==> config.mk <==
export PLATFORM = sky130hd
export DESIGN_NAME = i3c_target_addr_responder
export DESIGN_NICKNAME = d
export VERILOG_FILES = /design/src/rtl/addr_hdr_pkg.sv /design/src/rtl/addr_hdr_datapath.sv /design/src/rtl/addr_hdr_control.sv /design/src/rtl/i3c_target_addr_responder.sv
export SDC_FILE = /design/constraint.sdc
export NUM_CORES = 1
export LEC_CHECK = 0
export CAP_MARGIN = 20
export CORE_MARGIN = 3
export CORE_UTILIZATION = 44
export DETAILED_ROUTE_END_ITERATION = 12
export GPL_TIMING_DRIVEN = 1
export MAX_ROUTING_LAYER = met4
export PLACE_DENSITY = 0.83
export SETUP_SLACK_MARGIN = 0.2
export SLEW_MARGIN = 20
export SYNTH_ARGS = -nofsm -noshare
export SYNTH_HDL_FRONTEND = slang
export SYNTH_SLANG_ARGS = --single-unit
==> constraint.sdc <==
create_clock -name clk -period 2.6 [get_ports clk]
set_clock_uncertainty 0.2 [all_clocks]
set_input_delay 0.52 -clock clk [delete_from_list [all_inputs] [get_ports clk]]
set_output_delay 0.52 -clock clk [all_outputs]
set_load 0.02 [all_outputs]
==> src/rtl/addr_hdr_pkg.sv <==
package addr_hdr_pkg;
  localparam int ADDR_W = 7;
  localparam logic [ADDR_W-1:0] BCAST_ADDR   = 7'h7E;
  localparam logic [ADDR_W-1:0] HOTJOIN_ADDR = 7'h02;

  typedef enum logic [1:0] {
    MODE_I2C        = 2'd0,
    MODE_SDR        = 2'd1,
    MODE_SDR_STATIC = 2'd2,
    MODE_OFF        = 2'd3
  } opMode_e;

  typedef enum logic [1:0] {
    MT_NONE   = 2'd0,
    MT_BCAST  = 2'd1,
    MT_STATIC = 2'd2,
    MT_DYN    = 2'd3
  } match_e;

  // Strobes from control to datapath
  typedef struct packed {
    logic clearHdr;
    logic shiftBit;
    logic captureHdr;
  } hdrStrobe_t;
endpackage

==> src/rtl/addr_hdr_datapath.sv <==
module addr_hdr_datapath
  import addr_hdr_pkg::*;
#(
  parameter int AW = ADDR_W,
  parameter logic [AW-1:0] BCAST = BCAST_ADDR,
  parameter logic [AW-1:0] HJ    = HOTJOIN_ADDR
) (
  input  logic          clk,
  input  logic          rstN,
  input  hdrStrobe_t    strobe,
  input  logic          sdaIn,
  input  logic          startSeen,
  input  logic          restartSeen,
  input  logic [1:0]    opMode,
  input  logic [AW-1:0] staticAddr,
  input  logic [AW-1:0] dynAddr,
  input  logic          dynValid,
  output logic          lastBit,
  output match_e        matchNow,
  output match_e        matchType,
  output logic          rnwOut,
  output logic          arbitrable
);
  localparam int HDR_BITS = AW + 1;
  localparam int CNT_W    = $clog2(HDR_BITS);

  logic [AW-1:0]    shiftReg;
  logic [CNT_W-1:0] bitCnt;

  assign lastBit = (bitCnt == CNT_W'(HDR_BITS - 1));

  // Match is evaluated when shiftReg holds the address and sdaIn carries R/W
  logic sdrOn, staticOn, bcastHit, dynHit, statHit, hjHit;
  always_comb begin
    sdrOn    = (opMode == MODE_SDR) || (opMode == MODE_SDR_STATIC);
    staticOn = (opMode == MODE_I2C) || (opMode == MODE_SDR_STATIC);
    hjHit    = (shiftReg == HJ);
    bcastHit = sdrOn && (shiftReg == BCAST);
    dynHit   = sdrOn && dynValid && (shiftReg == dynAddr);
    statHit  = staticOn && (shiftReg == staticAddr);
    if (hjHit)         matchNow = MT_NONE;
    else if (bcastHit) matchNow = MT_BCAST;
    else if (dynHit)   matchNow = MT_DYN;
    else if (statHit)  matchNow = MT_STATIC;
    else               matchNow = MT_NONE;
  end

  always_ff @(posedge clk or negedge rstN) begin
    if (!rstN) begin
      shiftReg  <= '0;
      bitCnt    <= '0;
      matchType <= MT_NONE;
      rnwOut    <= 1'b0;
    end else if (strobe.clearHdr) begin
      bitCnt    <= '0;
      matchType <= MT_NONE;
    end else if (strobe.shiftBit) begin
      shiftReg <= {shiftReg[AW-2:0], sdaIn};
      bitCnt   <= bitCnt + 1'b1;
      if (strobe.captureHdr) begin
        matchType <= matchNow;
        if (matchNow == MT_STATIC || matchNow == MT_DYN) rnwOut <= sdaIn;
      end
    end
  end

  always_ff @(posedge clk or negedge rstN) begin
    if (!rstN)            arbitrable <= 1'b0;
    else if (startSeen)   arbitrable <= 1'b1;
    else if (restartSeen) arbitrable <= 1'b0;
  end
endmodule

==> src/rtl/addr_hdr_control.sv <==
module addr_hdr_control
  import addr_hdr_pkg::*;
(
  input  logic       clk,
  input  logic       rstN,
  input  logic       startSeen,
  input  logic       restartSeen,
  input  logic       sclRise,
  input  logic       sclFall,
  input  logic       sdaIn,
  input  logic       lastBit,
  input  match_e     matchNow,
  input  logic       dynValid,
  input  logic       ackHoldEn,
  input  logic       ackToken,
  input  logic       txNotEmpty,
  input  logic       daaPhase,
  input  logic       hotJoinCap,
  input  logic       hotJoinReq,
  output hdrStrobe_t strobe,
  output logic       sdaPullLow,
  output logic       ackTokenClr
);
  typedef enum logic [1:0] {S_IDLE, S_SHIFT, S_WAIT, S_ACK} state_e;
  state_e state, stateNext;

  logic hdrEvent, ackNow, privHit, useToken, ackLatched;

  assign hdrEvent          = startSeen | restartSeen;
  assign strobe.clearHdr   = hdrEvent;
  assign strobe.shiftBit   = (state == S_SHIFT) && sclRise && !hdrEvent;
  assign strobe.captureHdr = strobe.shiftBit && lastBit;

  // sdaIn is the R/W bit at capture
  always_comb begin
    privHit = (matchNow == MT_STATIC) || (matchNow == MT_DYN);
    unique case (matchNow)
      MT_BCAST:  ackNow = (daaPhase && sdaIn) ?
                          (!dynValid && (!hotJoinCap || hotJoinReq)) : 1'b1;
      MT_STATIC,
      MT_DYN:    ackNow = (!ackHoldEn || ackToken) && (!sdaIn || txNotEmpty);
      default:   ackNow = 1'b0;
    endcase
    useToken = privHit && ackHoldEn && ackNow;
  end

  always_comb begin
    stateNext = state;
    if (hdrEvent) stateNext = S_SHIFT;
    else begin
      unique case (state)
        S_SHIFT: if (strobe.captureHdr) stateNext = S_WAIT;
        S_WAIT:  if (sclFall) stateNext = S_ACK;
        S_ACK:   if (sclFall) stateNext = S_IDLE;
        default: stateNext = state;
      endcase
    end
  end

  always_ff @(posedge clk or negedge rstN) begin
    if (!rstN) begin
      state       <= S_IDLE;
      ackLatched  <= 1'b0;
      ackTokenClr <= 1'b0;
    end else begin
      state       <= stateNext;
      ackTokenClr <= strobe.captureHdr && useToken;
      if (strobe.captureHdr) ackLatched <= ackNow;
      else if (hdrEvent)     ackLatched <= 1'b0;
    end
  end

  assign sdaPullLow = (state == S_ACK) && ackLatched;
endmodule

==> src/rtl/i3c_target_addr_responder.sv <==
module i3c_target_addr_responder
  import addr_hdr_pkg::*;
(
  input  logic       clk,
  input  logic       rstN,
  input  logic       sclRise,
  input  logic       sclFall,
  input  logic       sdaIn,
  input  logic       startSeen,
  input  logic       restartSeen,
  input  logic [1:0] opMode,
  input  logic [6:0] staticAddr,
  input  logic [6:0] dynAddr,
  input  logic       dynValid,
  input  logic       ackHoldEn,
  input  logic       ackToken,
  input  logic       txNotEmpty,
  input  logic       daaPhase,
  input  logic       hotJoinCap,
  input  logic       hotJoinReq,
  output logic       sdaPullLow,
  output logic       rnwOut,
  output logic [1:0] matchType,
  output logic       arbitrable,
  output logic       ackTokenClr
);
  hdrStrobe_t strobe;
  match_e     matchNow, matchReg;
  logic       lastBit;

  addr_hdr_datapath #(.AW(ADDR_W)) u_dp (
    .clk(clk), .rstN(rstN), .strobe(strobe), .sdaIn(sdaIn),
    .startSeen(startSeen), .restartSeen(restartSeen), .opMode(opMode),
    .staticAddr(staticAddr), .dynAddr(dynAddr), .dynValid(dynValid),
    .lastBit(lastBit), .matchNow(matchNow), .matchType(matchReg),
    .rnwOut(rnwOut), .arbitrable(arbitrable)
  );

  addr_hdr_control u_ctl (
    .clk(clk), .rstN(rstN), .startSeen(startSeen), .restartSeen(restartSeen),
    .sclRise(sclRise), .sclFall(sclFall), .sdaIn(sdaIn), .lastBit(lastBit),
    .matchNow(matchNow), .dynValid(dynValid), .ackHoldEn(ackHoldEn),
    .ackToken(ackToken), .txNotEmpty(txNotEmpty), .daaPhase(daaPhase),
    .hotJoinCap(hotJoinCap), .hotJoinReq(hotJoinReq), .strobe(strobe),
    .sdaPullLow(sdaPullLow), .ackTokenClr(ackTokenClr)
  );

  assign matchType = matchReg;
endmodule

After elaboration in Yosys (flattened, before gate mapping):

Index checks and enable logic that the tools add are counted.
Widths: inputs -> output; s select.

* bits in registers: 18
* bits of input ports: 30
* output and inout port bits: 6
* logic and storage cells: 82

* $add $sub $neg: 1
* equality and inequality tests: 16
* multiplexer cells: 20
* bitwise gates (word level): 2
* reductions and logical operators: 35

Operators by type and width (number)
* $mux 2: 11
* $eq 7x7->1: 2
* $logic_and 1x1->1: 14
* $eq 2x2->1 const B: 5
* $reduce_and 4->1: 2
* $eq 7x2->1 const B: 1
* $eq 7x7->1 const B: 1
* $eq 2x1->1 const B: 3
* $logic_or 1x1->1: 6
* $mux 3: 2
* $ne 3x2->1 const B: 2
* $pmux 2 s3: 1
* $reduce_bool 2->1: 3
* $logic_not 1->1: 5
* $mux 1: 5
* $reduce_and 2->1: 2
* $reduce_bool 4->1: 1
* $add 3x1->3 const B: 1
* $eq 3x3->1 const B: 1
* $ne 3x1->1 const B: 1
* $logic_not 2->1: 1
* $pmux 1 s2: 1
* $reduce_or 2->1: 1
* $not 1->1: 1
* $or 1x1->1: 1

Longest topological paths before layout:

Gate-level depths: netlist of the first run.

* depth in word-level cells: 12
* depth in mapped cells: 7
* mapped depth without buffers: 7

Hierarchy:

From an unflattened synthesis of the first run, not the netlist that was laid out.

* cells, all modules: 102
* area, all modules: 1113.6 µm²

By module, submodules not included
* addr_hdr_datapath: instances 1, cells an instance 74, area each 853.3 µm², seq. area each 350.3 µm²
* addr_hdr_control: instances 1, cells an instance 28, area each 260.2 µm², seq. area each 100.1 µm²

Least setup slack after synthesis of the first run:

OpenSTA, ideal clock, no wires.

* kind: input to register
* from: input opMode[0]
* to: register u_dp.rnwOut
* setup time: 0.125 ns
* data arrival time: 2.061 ns
* data required time: 2.275 ns
* setup slack: 0.214 ns
* stages on the path: 6
* path through: inv_1 -> ha_1 -> nand3_1 -> or4_4 -> a211oi_4 -> mux2_4

* cells in the longest elaborated chain, start to end: 10
* elaborated cells between the ends (all ways): 17

RTL lines
* start: declaration: RTL line i3c_target_addr_responder.sv:11 `input logic [1:0] opMode,`
* $eq 2x2->1 (tied with other cells): RTL line addr_hdr_datapath.sv:35, addr_hdr_datapath.sv:36
* $logic_or 1x1->1, on equally long branches: RTL line addr_hdr_datapath.sv:36, addr_hdr_datapath.sv:35
* $logic_and 1x1->1, on equally long branches: RTL line addr_hdr_datapath.sv:40, addr_hdr_datapath.sv:39
* $mux 2 / $logic_and 1x1->1 (equally long branches): RTL line addr_hdr_datapath.sv:44, addr_hdr_datapath.sv:39
* $mux 2: RTL line addr_hdr_datapath.sv:43 `else if (dynHit) matchNow = MT_DYN;`
* $mux 2 (*): RTL line addr_hdr_datapath.sv:42 `else if (bcastHit) matchNow = MT_BCAST;`
* $mux 2 (*): RTL line addr_hdr_datapath.sv:41 `if (hjHit) matchNow = MT_NONE;`
* $eq 2x2->1: RTL line addr_hdr_datapath.sv:62 `if (matchNow == MT_STATIC || matchNow == MT_DYN) rnwOut <= sdaIn;`
* $logic_or 1x1->1 (*): RTL line addr_hdr_datapath.sv:62
* $reduce_and 4->1 (no line) (*)
* end signal: assignment: RTL line addr_hdr_datapath.sv:62
* end: declaration: RTL line addr_hdr_datapath.sv:21 `output logic rnwOut,`

Every way passes the cells marked *; elsewhere a longest branch is shown, timed or not.
A chain may end at the register's enable or synchronous reset.

Final worst setup path of the first run:

* from: input staticAddr[6]
* to: register u_dp.rnwOut

* cells in the longest elaborated chain, start to end: 9
* elaborated cells between the ends (all ways): 10

RTL lines
* start: declaration: RTL line i3c_target_addr_responder.sv:12 `input logic [6:0] staticAddr,`
* $eq 7x7->1 (*): RTL line addr_hdr_datapath.sv:40 `statHit = staticOn && (shiftReg == staticAddr);`
* $logic_and 1x1->1 (*): RTL line addr_hdr_datapath.sv:40
* $mux 2 (*): RTL line addr_hdr_datapath.sv:44 `else if (statHit) matchNow = MT_STATIC;`
* $mux 2 (*): RTL line addr_hdr_datapath.sv:43
* $mux 2 (*): RTL line addr_hdr_datapath.sv:42
* $mux 2 (*): RTL line addr_hdr_datapath.sv:41
* $eq 2x2->1: RTL line addr_hdr_datapath.sv:62
* $logic_or 1x1->1 (*): RTL line addr_hdr_datapath.sv:62
* $reduce_and 4->1 (no line) (*)

Marks and branches as above.

==> impl_metrics.ini, run 1 <==
[sta]
setup_violations = 0
period_minus_slack_ns = 2.336
fmax_mhz = 428.0
slew_headroom_pct = 73.74
tightest_slew_ns = 0.3939
setup_ws_ns = 0.2636
rsz0062_at_grt = no
drv_slew = 0
hold_viol = 0
hold-worst-slack_ns = 0.2889
fin_crit_sh_pct = 89.86

[global_routing]
antenna_found_initial = 0
grt_overflow_total = 0
grt_max_degree = 19
grt_pass1_wl_mm = 3.857
first_global_vias = 856
grt.total_usage_pct = 18.22

[worst_setup_path]
path_class = input pin to flip-flop
cp-end-kind = flip-flop
slowest_delay_ns = 0.51
path_max_fanout = 2
crit_path_start_kind = input pin
path_cells = clkdlybuf4s50_1, xnor2_1, nand4_1, or4_4, a211oi_4, mux2_4
critPathSlowestCell = or4_4
worst_ep_required_time_ns = 2.59
cp.arrival_ns = 2.33

[synthesis]
post_synth.cell_area_avg_um2 = 11.00
synth-seq-cells = 18
synth.distinct_cells = 34
netlist_area_um2 = 1056
synth_edf_count = 0
async_flop_share_pct = 100.0
yosysWarnings = 0
syn_inst = 96
ys.flop_type = dfrtp_1
synth_seq_area_share_pct = 42.65
syn_nets = 130

[floorplanning]
coreArea_um2 = 2255
io_pins = 36
die_area_um2 = 3024
start_util_pct = 46.84
fp.dieW_um = 54.99
die_height_um = 54.99
rows = 17

[layout]
syn2layout_area_growth_pct = 45.26
final_core_util_pct = 68.04
nets = 173
final-instance-count-excl-fill = 166
final_common_cell = clkdlybuf4s50_1
mostFrequentLayoutCells = clkdlybuf4s50_1 (32), dfrtp_1 (16), xnor2_1 (11)
diodes = 0
layout-drive-gt1-share_pct = 19.57

[clock_tree]
cts-root-buf = clkbuf_4
clk_path_buf_depth = 2
cts_inserted_buffers = 3
cts_tree = yes
ctsHoldBuffers = 0
cts_num_sinks = 18
htree_levels = 1
worstSkewPairLatency_ns = 0.30
clkTransAtPathRegs_ns = 0.11

[placement]
routabilityCongestion = 0.7706
dpl.cell_count = 161
port_buffers = 35
pre_cts_ws_ns = -0.3143
place_hpwl_mm = 1.891

[drt]
drt_iter0_markers = 13
viasPerCell = 5.313
firstDrtPassIters = 4
drc = 0
wire_per_inst_um = 14.76
via_count = 882
ant_nets = 0
finalWirelength_mm = 2.450

[pwr]
irDropWorstVdd_mv = 0.3996
finalPower_mw = 0.8450
power_density_nw_per_um2 = 550.9
p_leak_nw = 0.6931

[min_path]
hold_class = flip-flop to flip-flop

[job]
maxCapViolations = 0

[status]
status = complete, no violations
==> final timing paths <==
check	endpoint	slack [ns]	startpoint	cells after the start
setup / recovery	u_dp.rnwOut$_DFFE_PN0P_	0.26	staticAddr[6]	6
hold / removal	u_dp.matchType[1]$_DFFE_PN0P_	0.29	u_dp.matchType[1]$_DFFE_PN0P_	1
setup reg to reg	u_ctl.ackLatched$_DFFE_PN0N_	0.27	u_dp.shiftReg[3]$_DFFE_PN0P_	6
hold reg to reg	u_dp.matchType[1]$_DFFE_PN0P_	0.29	u_dp.matchType[1]$_DFFE_PN0P_	1
max in group asynchronous	u_dp.shiftReg[3]$_DFFE_PN0P_	1.65	rstN	2
min in group asynchronous	u_dp.arbitrable$_DFFE_PN0N_	0.34	rstN	2
==> sequential cells by signal (all words and copies together), names as in the netlist <==
| name | count |
|---|---|
| u_dp.rnwOut | 1 |
| u_ctl.ackLatched | 1 |
| u_dp.arbitrable | 1 |
| u_ctl.ackTokenClr | 1 |
| u_ctl.state | 2 |
| u_dp.matchType | 2 |
| u_dp.bitCnt | 3 |
| u_dp.shiftReg | 7 |
==> synthesized netlist by cell type, types with 2 or more instances <==
library cell,n,area (µm²)
dfrtp_1,18,450.4
xnor2_1,11,96.34
inv_1,8,30.03
mux2_2,7,78.83
nor2_1,5,18.77
a21o_1,4,30.03
ha_1,4,50.05
nand2_1,4,15.01
xor2_1,4,35.03
a21oi_1,3,15.01
nand4_1,3,18.77
mux2i_1,2,20.02
or4_1,2,15.01
==> critical path: cells and delay by family <==
family	cells	cell delay [ns]
and+or+nand+nor	2	0.64
xor gates and xnor gates	1	0.12
AOI/OAI and AO/OA	1	0.25
muxes	1	0.32
buffers and inverters	1	0.47
==> logic make-up (layout without fill, tap and decap cells) <==
family	count (synthesis)	in the layout	share of synthesized area [%]
AND/OR/NAND/NOR	25	25	14.81
flip-flops	18	18	42.65
XOR/XNOR	15	15	12.44
AO/OA/AOI/OAI	14	14	10.55
multiplexers	10	10	10.78
buffers and inverters	10	52	4.028
adder cells (fa/ha/maj)	4	4	4.740
==> layer usage <==
metal / GRT usage, % / share of wire (%) / vias up / wire (µm)
met5: - / 0 / - / 0
met4: 9.717 / 2.5 / 0 / 62
met3: 2.949 / 3.4 / 9 / 83
met2: 29.33 / 50 / 25 / 1237
met1: 21.80 / 44 / 427 / 1067
li1: - / - / 421 / -
==> power breakdown <==
group          internal, mW  switching, mW  total, mW
clock                0.0854         0.0908      0.176
combinational         0.159         0.0933      0.252
sequential            0.331         0.0863      0.417
==> metrics by stage <==
step	setup TNS (ns)	cell area, µm²
global placement	-0.7265	1459
global route	0	1534
CTS	0	1510
finish	0	1534
detailed placement	-0.9864	1459
floorplan	0	1056
==> cell type report <==
type | count | area, µm²
timing repair buffer | 40 | 391.6
inverter | 8 | 30.03
tap | 28 | 35.03
multi-input combinational | 68 | 588.1
fill | 173 | 720.7
sequential | 18 | 452.9
clock buffer | 4 | 36.28
==> timing repair <==
action	CTS	global route
pin swaps	4	5
resized for setup	4	5
buffers inserted	0	1
setup endpoints to repair	4	3
Power figures use the tool's default switching activity.
==> run 2, diff against run 1 <==
--- a/config.mk
+++ b/config.mk
@@ -8,6 +8,7 @@
 export CAP_MARGIN = 20
 export CORE_MARGIN = 3
 export CORE_UTILIZATION = 44
+export CTS_CLUSTER_SIZE = 30
 export DETAILED_ROUTE_END_ITERATION = 12
 export GPL_TIMING_DRIVEN = 1
 export MAX_ROUTING_LAYER = met4
==> results of run 2 <==
The final DEF is identical to that of run 1; final timing and power are the same.
